**config.mk**
```make
export PLATFORM = sky130hd
export DESIGN_NAME = afp_frame_path
export DESIGN_NICKNAME = d
export VERILOG_FILES = /design/src/rtl/afp_pkg.sv /design/src/rtl/afp_hold_stage.sv /design/src/rtl/afp_chan_buf.sv /design/src/rtl/afp_subframe_ld.sv /design/src/rtl/afp_frame_path.sv
export SDC_FILE = /design/constraint.sdc
export NUM_CORES = 1
export LEC_CHECK = 0
export CAP_MARGIN = 20
export CORE_MARGIN = 8
export CORE_UTILIZATION = 62
export DETAILED_ROUTE_END_ITERATION = 16
export DONT_BUFFER_PORTS = 1
export GPL_ROUTABILITY_DRIVEN = 0
export MAX_ROUTING_LAYER = met4
export PLACE_DENSITY = 0.82
export SYNTH_ARGS = -nofsm -noshare
export SYNTH_HDL_FRONTEND = slang
export SYNTH_SLANG_ARGS = --single-unit
```
**constraint.sdc**
```tcl
create_clock -name clk -period 1.8 [get_ports clk]
set_input_delay 0.09 -clock clk [delete_from_list [all_inputs] [get_ports clk]]
set_output_delay 0.09 -clock clk [all_outputs]
set_load 0.1 [all_outputs]
```
**src/rtl/afp_pkg.sv**
```systemverilog
package afp_pkg;
  typedef enum logic {
    CH_A = 1'b0,
    CH_B = 1'b1
  } chan_e;

  localparam int NUM_CH = 2;
endpackage

```
**src/rtl/afp_hold_stage.sv**
```systemverilog
module afp_hold_stage
  import afp_pkg::*;
#(
  parameter int AW = 24
) (
  input  logic               clk,
  input  logic               rst_n,
  input  logic               in_valid,
  output logic               in_ready,
  input  logic [AW-1:0]      in_data,
  output logic               next_is_b,
  input  logic [NUM_CH-1:0]  buf_full,
  output logic [NUM_CH-1:0]  mv,
  output logic [AW-1:0]      hold_data
);
  logic  hold_full;
  chan_e hold_ch;
  chan_e next_ch;
  logic  acc;

  assign in_ready  = !hold_full;
  assign acc       = in_valid && !hold_full;
  assign next_is_b = (next_ch == CH_B);

  // A word leaves only toward its own channel buffer, and only when that buffer is free.
  assign mv[0] = hold_full && (hold_ch == CH_A) && !buf_full[0];
  assign mv[1] = hold_full && (hold_ch == CH_B) && !buf_full[1];

  always_ff @(posedge clk) begin
    if (!rst_n) begin
      hold_full <= 1'b0;
      hold_ch   <= CH_A;
      next_ch   <= CH_A;
      hold_data <= '0;
    end else if (acc) begin
      hold_full <= 1'b1;
      hold_data <= in_data;
      hold_ch   <= next_ch;
      next_ch   <= (next_ch == CH_A) ? CH_B : CH_A;
    end else if (|mv) begin
      hold_full <= 1'b0;
    end
  end


  accept_occupies_chk: assert property (@(posedge clk) disable iff (!rst_n)
    (in_valid && in_ready) |=> !in_ready);


  stalled_word_kept_chk: assert property (@(posedge clk) disable iff (!rst_n)
    (hold_full && !(|mv)) |=> (hold_full && $stable(hold_data) && $stable(hold_ch)));
endmodule

```
**src/rtl/afp_chan_buf.sv**
```systemverilog
module afp_chan_buf #(
  parameter int AW = 24
) (
  input  logic          clk,
  input  logic          rst_n,
  input  logic          fill,
  input  logic [AW-1:0] fill_data,
  input  logic          drain,
  output logic          full,
  output logic [AW-1:0] data
);
  always_ff @(posedge clk) begin
    if (!rst_n) begin
      full <= 1'b0;
      data <= '0;
    end else if (fill) begin
      full <= 1'b1;
      data <= fill_data;
    end else if (drain) begin
      full <= 1'b0;
    end
  end


  fill_only_empty_chk: assert property (@(posedge clk) disable iff (!rst_n)
    fill |-> !full);


  fill_lands_chk: assert property (@(posedge clk) disable iff (!rst_n)
    fill |=> (full && data == $past(fill_data)));
endmodule

```
**src/rtl/afp_subframe_ld.sv**
```systemverilog
module afp_subframe_ld
  import afp_pkg::*;
#(
  parameter int AW = 24,
  parameter int NW = 3
) (
  input  logic               clk,
  input  logic               rst_n,
  input  logic               take,
  input  logic [NUM_CH-1:0]  src_full,
  input  logic [AW-1:0]      a_data,
  input  logic [AW-1:0]      b_data,
  input  logic               na_we,
  input  logic [2*NW-1:0]    na_data,
  input  logic               urun_clr,
  output logic [NUM_CH-1:0]  drain,
  output logic [AW-1:0]      sh_audio,
  output logic [NW-1:0]      sh_na,
  output logic               sh_chan_b,
  output logic               urun
);
  chan_e           cur_ch;
  chan_e           nxt_ch;
  logic [2*NW-1:0] na_q;
  logic [NW-1:0]   na_b_buf;
  logic            nxt_full;
  logic            starve;

  assign nxt_ch    = (cur_ch == CH_B) ? CH_A : CH_B;
  assign nxt_full  = (nxt_ch == CH_A) ? src_full[0] : src_full[1];
  assign starve    = take && !nxt_full;
  assign drain[0]  = take && (nxt_ch == CH_A);
  assign drain[1]  = take && (nxt_ch == CH_B);
  assign sh_chan_b = (cur_ch == CH_B);

  // Frame non-audio register, consumed only at frame start.
  always_ff @(posedge clk) begin
    if (!rst_n) begin
      na_q <= '0;
    end else if (na_we) begin
      na_q <= na_data;
    end
  end

  always_ff @(posedge clk) begin
    if (!rst_n) begin
      cur_ch   <= CH_B;
      sh_audio <= '0;
      sh_na    <= '0;
      na_b_buf <= '0;
    end else if (take) begin
      cur_ch <= nxt_ch;
      if (nxt_full) begin
        sh_audio <= (nxt_ch == CH_A) ? a_data : b_data;
      end
      if (nxt_ch == CH_A) begin
        sh_na    <= na_q[NW-1:0];
        na_b_buf <= na_q[2*NW-1:NW];
      end else begin
        sh_na <= na_b_buf;
      end
    end
  end

  // Sticky underrun; a new underrun outranks a clear on the same edge.
  always_ff @(posedge clk) begin
    if (!rst_n) begin
      urun <= 1'b0;
    end else if (starve) begin
      urun <= 1'b1;
    end else if (urun_clr) begin
      urun <= 1'b0;
    end
  end


  take_switches_chan_chk: assert property (@(posedge clk) disable iff (!rst_n)
    take |=> (sh_chan_b != $past(sh_chan_b)));


  starve_holds_audio_chk: assert property (@(posedge clk) disable iff (!rst_n)
    (take && !nxt_full) |=> (urun && $stable(sh_audio)));


  urun_sticky_chk: assert property (@(posedge clk) disable iff (!rst_n)
    (urun && !urun_clr) |=> urun);
endmodule

```
**src/rtl/afp_frame_path.sv**
```systemverilog
module afp_frame_path
  import afp_pkg::*;
#(
  parameter int AUDIO_W = 24,
  parameter int NA_W    = 3
) (
  input  logic                 clk,
  input  logic                 rst_n,
  input  logic                 wr_valid,
  output logic                 wr_ready,
  input  logic [AUDIO_W-1:0]   wr_data,
  output logic                 wr_next_b,
  input  logic                 na_we,
  input  logic [2*NA_W-1:0]    na_data,
  input  logic                 ser_take,
  output logic [AUDIO_W-1:0]   sh_audio,
  output logic [NA_W-1:0]      sh_nonaudio,
  output logic                 sh_chan_b,
  input  logic                 irq_en,
  output logic                 empty,
  output logic                 irq,
  input  logic                 urun_clr,
  output logic                 urun
);
  logic [NUM_CH-1:0]  mv;
  logic [NUM_CH-1:0]  drain;
  logic [NUM_CH-1:0]  buf_full;
  logic [AUDIO_W-1:0] buf_data [NUM_CH];
  logic [AUDIO_W-1:0] hold_data;

  afp_hold_stage #(.AW(AUDIO_W)) u_hold (
    .clk       (clk),
    .rst_n     (rst_n),
    .in_valid  (wr_valid),
    .in_ready  (wr_ready),
    .in_data   (wr_data),
    .next_is_b (wr_next_b),
    .buf_full  (buf_full),
    .mv        (mv),
    .hold_data (hold_data)
  );

  for (genvar c = 0; c < NUM_CH; c++) begin : g_buf
    afp_chan_buf #(.AW(AUDIO_W)) u_buf (
      .clk       (clk),
      .rst_n     (rst_n),
      .fill      (mv[c]),
      .fill_data (hold_data),
      .drain     (drain[c]),
      .full      (buf_full[c]),
      .data      (buf_data[c])
    );
  end

  afp_subframe_ld #(.AW(AUDIO_W), .NW(NA_W)) u_ld (
    .clk       (clk),
    .rst_n     (rst_n),
    .take      (ser_take),
    .src_full  (buf_full),
    .a_data    (buf_data[0]),
    .b_data    (buf_data[1]),
    .na_we     (na_we),
    .na_data   (na_data),
    .urun_clr  (urun_clr),
    .drain     (drain),
    .sh_audio  (sh_audio),
    .sh_na     (sh_nonaudio),
    .sh_chan_b (sh_chan_b),
    .urun      (urun)
  );

  // Holding register free (ready) and buffer A free together mean room for a frame.
  assign empty = wr_ready && !buf_full[0];
  assign irq   = empty && irq_en;


  write_clears_empty_chk: assert property (@(posedge clk) disable iff (!rst_n)
    (wr_valid && wr_ready) |=> !empty);


  frame_start_drains_a_chk: assert property (@(posedge clk) disable iff (!rst_n)
    (ser_take && sh_chan_b && buf_full[0]) |=> (sh_audio == $past(buf_data[0])));
endmodule

```
==> summary.txt, run 1 <==
Outcome
  • Outcome: finished, violations left
  • Failing checks: hold timing

Routing
  • Average wire per standard cell: 17.7 um
  • Vias per inst: 5.63
  • Vias: 3810
  • DRC Markers: 0
  • First DRT Iteration DRCs: 202
  • First-pass detailed-route iteration total: 5
  • WL final: 12000 um
  • Routed Antenna Nets: 0

Setup path
  • WP data required: 2.19 ns
  • Worst path max stage delay: 0.58 ns
  • Ordered cell list for the critical path: buf_12 -> xnor2_1 -> nand2_1 -> dlygate4sd3_1
  • Worst setup SP type: flip-flop
  • Worst EP arrival: 2.04 ns
  • Worst reg2reg path depth: 4
  • CP top delay family: buffers and inverters
  • Buf/Inv on CP: 2
  • CP max stage cell: dlygate4sd3_1
  • Worst R2R Setup Slack: 0.15 ns
  • CP Capture Type: flip-flop
  • Worst reg2reg startpoint: u_ld.sh_chan_b$_SDFFE_PN1P_
  • Worst setup path start: u_ld.sh_chan_b$_SDFFE_PN1P_
  • FF-to-FF End: u_ld.sh_chan_b$_SDFFE_PN1P_
  • Critical Path Fanout Max: 34
  • CP Class: reg2reg

Logic synthesis
  • Multiplexer area fraction after synthesis: 7.72%
  • Yosys reg bits: 115
  • Syn. warnings: 0
  • Adder-Cell Fraction of Synth Area: 0%
  • Synth Instances: 506
  • Syn avg cell area: 9.10 um2
  • Largest family of logic cells by synthesized area: compound AO/OA/AOI/OAI gates
  • Synth Cell Area: 4610 um2
  • Compound-Gate Fraction of Synth Area: 18.9%
  • Post-synthesis xor/xnor area fraction: 0.380%
  • Yosys cell types: 26
  • Simple-Gate Fraction of Synth Area: 18.3%
  • Mapped Nets: 543
  • Post-synthesis sequential area ratio: 50.0%

Timing
  • Final setup fails: 0
  • Final period util: 91.4%
  • RSZ-0062 raised after global routing: no
  • Max Fclk: 0.608 GHz
  • Period minus WS final: 1.65 ns
  • Worst Tran Pin Value: 0.362 ns
  • Fin. Hold Viols: 2
  • Relative slew margins: 75.8%
  • Clk_skew: 0.00501 ns
  • Setup TNS Final: 0 ns
  • Slew Limit Fails: 0
  • Hold_ws: -0.00847 ns
  • Final setup margin: 0.154 ns

Die
  • CORE AREA: 7210 um2
  • Starting Density: 63.8%
  • DIE WIDTH: 102 um
  • Die ar.: 10400 um2
  • # rows: 31
  • Die height: 102 um
  • Top-level port count: 70

Finish
  • Ant. Diodes: 0
  • Nets@finish: 602
  • Post-route insts no fill: 677
  • Core Util, Final: 81.5%
  • Area delta synth->final: 27.7%
  • Finished Cell Area: 5880 um2
  • Layout cells sized above 1: 14.2%
  • Fillers: 423

Placed design
  • IO buf count: 0
  • Placed Cells incl. Taps: 604
  • Post-DP HPWL: 6230 um
  • Placement Setup Slack: 0.326 ns
  • Area post-placement: 4890 um2

Worst hold path
  • Worst Hold End: u_ld.sh_audio[4]$_SDFFE_PN0P_
  • Cell depth of the worst hold path: 2
  • Hold Path Class: in2reg
  • Hold wc startpoint: rst_n

Clocking
  • Worst-skew pair later-pin latency: 0.51 ns
  • Clock sink total: 115
  • TritonCTS buffer count: 17
  • Setup bufs post-CTS: 0
  • # H-tree levels: 4
  • Root Buffer: clkbuf_8
  • CTS tree: built
  • Clk slew on worst S/H paths: 0.06 ns
  • Clk buf depth: 2

Power and ir drop
  • Max VDD drop: 0.000836 V
  • Final Total Pwr: 6.70 mW
  • P_leak: 2.66 nW
  • PwrDens: 1140 nW/um2

Global routing
  • Largest net degree at the start of global routing: 116
  • GRT Util Overall: 25.0%
  • Initial antenna violation count: 0
  • GR Overflow Total: 0
  • First-pass GRT wire length: 19400 um
  • Number of global-route vias before repair: 3947

Run
  • Max cap viols: 0
-- cells by family after synthesis --
logic type / count (synthesis)
buf+inv: 46
compound gates: 108
mux: 35
simple gates: 200
flops: 115
xor+xnor: 2
-- placed cells by master, fill, tap and decap left out, types with 7 or more instances in the layout --
master         netlist  final
nor2b_1              8      7
buf_4                0     40
dlygate4sd3_1        0     39
mux2i_1             34     34
dfxtp_1            115    114
o211a_1             27     27
clkbuf_16            0     16
a21boi_1            77     77
nand2_1            154    154
nand3_1             27     27
-- how the worst max path moves through the flow --
stage                                                 to  slack (ns)  cells after the start
final                        u_ld.sh_chan_b$_SDFFE_PN1P_        0.15                      4
after global routing         u_ld.sh_chan_b$_SDFFE_PN1P_        0.12                      4
after CTS                    u_ld.sh_chan_b$_SDFFE_PN1P_        0.23                      4
after detailed placement  u_ld.sh_audio[20]$_SDFFE_PN0P_        0.33                      3
after floorplan           u_ld.sh_audio[10]$_SDFFE_PN0P_        0.08                      6
after global placement    u_ld.sh_audio[15]$_SDFFE_PN0P_        0.38                      3
-- layer usage --
metal  routed length (um)  track usage [%]
met5                    0                -
met4                  314             12.1
met3                  872             8.24
met2                 6200             43.7
met1                 4590             24.4
-- state kept, by name (all words and copies together) (netlist names) --
register	cells
g_buf.u_buf.data	48
u_hold.hold_data	24
u_ld.sh_audio	24
u_ld.na_q	6
u_ld.na_b_buf	3
u_ld.sh_na	3
g_buf.u_buf.full	2
u_hold.hold_ch	1
u_hold.hold_full	1
u_hold.next_is_b	1
u_ld.sh_chan_b	1
u_ld.urun	1
-- area by class of cell --
cell class              instances  area, um2  area share (%)
clock inverters                14        139            2.36
multi-input cells             345       2100            35.8
flip-flops and latches        115       2310            39.2
repair buffers                 83        778            13.2
well taps                      99        124            2.11
clock buffers                  18        418            7.11
inverters                       3       11.3           0.191
-- synth_stat cells, drive strengths merged --
cell    count  area (um2)
mux2i      34         340
mux2        1        15.0
and2        4        27.5
dfxtp     115        2300
nor2        2        7.51
nor3b       1        12.5
buf        19         115
nand3b      1        7.51
and3b       1        8.76
a21boi     77         578
nor2b       8        50.1
a21oi       1        5.00
inv         3        11.3
o22ai       1        6.26
nand2b      1        6.26
nand2     154         578
o211a      27         270
or3b        1        8.76
nand3      27         135
o21a        1        7.51
clkbuf     24        90.1
xnor2       2        17.5
o21ai       1        5.00
-- power breakdown --
group | switching (mW) | internal, mW
Sequential | 0.0706 | 2.64
Combinational | 0.578 | 0.291
Clock | 1.16 | 1.96
Total | 1.81 | 4.89
-- what timing repair did --
action                     4_1_cts  5_1_grt
gates resized for setup          0        0
setup endpoints to repair        0        0
hold endpoints to repair       115        0
hold buffers                    41        0
(Power assumes the default switching activity.)
==> run 2: changes to the inputs <==
- CORE_UTILIZATION: 62 -> 55
- PLACE_DENSITY: 0.82 -> 0.74
==> run 2 against run 1 <==
Effect of this change:
- the flow now finishes without violations
- flip-flop and latch count unchanged
- largest power group unchanged
- clock power increased by 6%
- critical endpoint unchanged
- global-route usage decreased by 3.4 points
- cell area increased by 3.4%
- sequential share of layout area decreased by 1.2 points
- via count decreased by 0.76%
- highest routed layer unchanged
==> summary.txt, run 2 (same netlist as run 1, synthesis figures left out) <==
Global routing
  • GRT Util Overall: 21.6% (-3.4 points)
  • First-pass GRT wire length: 19300 um (-0.28%)
  • Initial antenna violation count: 0 (unchanged)
  • Number of global-route vias before repair: 3920 (-0.68%)
  • Largest net degree at the start of global routing: 116 (unchanged)
  • GR Overflow Total: 0 (unchanged)

Power and ir drop
  • Max VDD drop: 0.000717 V (-14%)
  • Final Total Pwr: 6.92 mW (+3.3%)
  • P_leak: 2.77 nW (+4.1%)
  • PwrDens: 1140 nW/um2 (about the same)

Finish
  • Biggest regs: g_buf.u_buf.data: 48 flops, u_hold.hold_data: 24 flops, u_ld.sh_audio: 24 flops
  • Fillers: 558 (+32%)
  • Largest register FFs: 48 (unchanged)
  • Layout cells sized above 1: 15.3% (+1.1 points)
  • Nets@finish: 621 (+3.2%)
  • Most common cell after layout, fill and taps aside: nand2_1
  • Top reg by flops: g_buf.u_buf.data
  • Post-route insts no fill: 700 (+3.4%)
  • Commonest non-fill, non-tap cells in the layout: 154 x nand2_1, 112 x dfxtp_1, 77 x a21boi_1
  • Area delta synth->final: 32.0%
  • Sequential cell area: 2310 um2 (+0.11%)
  • Ant. Diodes: 0 (unchanged)
  • Multi-input logic area: 2100 um2 (unchanged)

Setup path
  • CP max stage cell: dlygate4sd3_1
  • Worst EP arrival: 2.11 ns (+0.07 ns)
  • Worst setup SP type: flip-flop
  • CP Class: reg2reg
  • WP data required: 2.20 ns (about the same)
  • Ordered cell list for the critical path: buf_4 -> xnor2_1 -> nand2_1 -> dlygate4sd3_1
  • Critical Path Fanout Max: 27 (-21%)
  • CP Capture Type: flip-flop
  • CP top delay family: buffers and inverters
  • Worst path max stage delay: 0.56 ns (-0.02 ns)
  • Buf/Inv on CP: 2 (unchanged)

Worst hold path
  • Hold Path Class: in2reg

Routing
  • WL final: 11600 um (-2.8%)
  • Vias: 3781 (-0.76%)
  • Average wire per standard cell: 16.6 um (-6.0%)
  • Routed Antenna Nets: 0 (unchanged)
  • First-pass detailed-route iteration total: 4 (-1)
  • First DRT Iteration DRCs: 215 (+6.4%)
  • Vias per inst: 5.40 (-4.0%)
  • DRC Markers: 0 (unchanged)

Clocking
  • Clock sink total: 115 (unchanged)
  • Root Buffer: clkbuf_8
  • TritonCTS buffer count: 17 (unchanged)
  • # H-tree levels: 4 (unchanged)
  • Clk slew on worst S/H paths: 0.05 ns (about the same)
  • Worst-skew pair later-pin latency: 0.52 ns (about the same)
  • CTS tree: built
  • Clk buf depth: 2 (unchanged)

Run
  • Max cap viols: 0 (unchanged)

Placed design
  • IO buf count: 0 (unchanged)
  • Post-DP HPWL: 6610 um (+6.1%)
  • Placed Cells incl. Taps: 615 (+1.8%)

Die
  • Die ar.: 11600 um2 (+11%)
  • # rows: 33 (+6.5%)
  • Top-level port count: 70 (unchanged)
  • Die height: 108 um (+5.2%)
  • Starting Density: 56.3% (-7.5 points)
  • DIE WIDTH: 108 um (+5.2%)
  • CORE AREA: 8180 um2 (+13%)

Timing
  • Fin. Hold Viols: 0 (-2)
  • Max Fclk: 0.585 GHz (-3.7%)
  • Clk_skew: 0.00517 ns (+0.000167 ns)
  • Setup TNS Final: 0 ns (unchanged)
  • Final period util: 94.9% (+3.5 points)
  • Worst Tran Pin Value: 0.459 ns (+0.0970 ns)
  • Slew Limit Fails: 0 (unchanged)
  • Period minus WS final: 1.71 ns (+0.0626 ns)
  • RSZ-0062 raised after global routing: no
  • Final setup fails: 0 (unchanged)
  • Relative slew margins: 69.4% (-6.5 points)

Outcome
  • Outcome: complete, no violations
-- run 2: cell count changes in the layout (fill, tap and decap cells not counted), sizes merged --
| cell | previous run | this run |
|---|---|---|
| clkbuf | 18 | 20 |
| clkinvlp | 1 | 2 |
| dlygate4sd3 | 39 | 50 |
| bufinv | 2 | 3 |
| clkinv | 10 | 4 |
| buf | 44 | 52 |
-- run 2: repair_timing --
action	CTS	global route
resized for setup	0	2
setup endpoints to repair	0	8
setup buffers	0	3
endpoints found under the hold margin	115	0
hold buffers	52	0
-- run 2: area by class of cell --
class,count,area share [%]
sequential,115,38.0
multi-input combinational,345,34.6
timing repair buffer,102,15.4
clock buffer,20,7.49
clock inverter,10,2.16
tap,105,2.16
inverter,3,0.185
-- run 2: path summary, 6_finish.rpt --
path | start | endpoint | cells after the start | slack (ns)
worst max-delay path | u_ld.sh_chan_b$_SDFFE_PN1P_ | u_ld.sh_chan_b$_SDFFE_PN1P_ | 4 | 0.09
worst min register to register | g_buf[1].u_buf.data[3]$_SDFFE_PN0P_ | g_buf[1].u_buf.data[3]$_SDFFE_PN0P_ | 2 | 0.45
worst min-delay path | wr_valid | u_hold.hold_data[7]$_SDFFE_PN0P_ | 4 | 0.06
worst max register to register | u_ld.sh_chan_b$_SDFFE_PN1P_ | u_ld.sh_chan_b$_SDFFE_PN1P_ | 4 | 0.09
-- run 2: worst register-to-register path: cells and delay by family, from the launching register on --
kind          cells  cell delay [ns]
flops             1             0.35
xor+xnor          1             0.21
buf+inv           2             0.96
simple gates      1             0.07
-- run 2: where the power goes --
part / total (mW) / switching [mW] / internal (mW)
registers: 2.71 / 0.0692 / 2.64
logic: 0.896 / 0.578 / 0.318
clock network: 3.31 / 1.13 / 2.19
total: 6.92 / 1.77 / 5.15
-- run 2: metal layers --
layer	GRT usage (%)	wire length, um	vias to the layer above
li1	-	-	1864
met1	24.1	4950	1799
met2	36.2	5980	99
met3	5.69	543	19
met4	8.23	165	0
met5	-	0	-
-- run 2: through the flow --
step	utilization (%)	worst slack (ns)	cell area [um2]	hold WS [ns]
after floorplan	-	0.0769	4620	0.225
after global placement	60.2	0.358	4920	0.167
after detailed placement	60.2	0.318	4920	0.170
after CTS	74.0	0.0194	6050	0.0549
after global routing	74.3	0.0468	6080	0.0625
final	74.3	0.0914	6080	0.0648
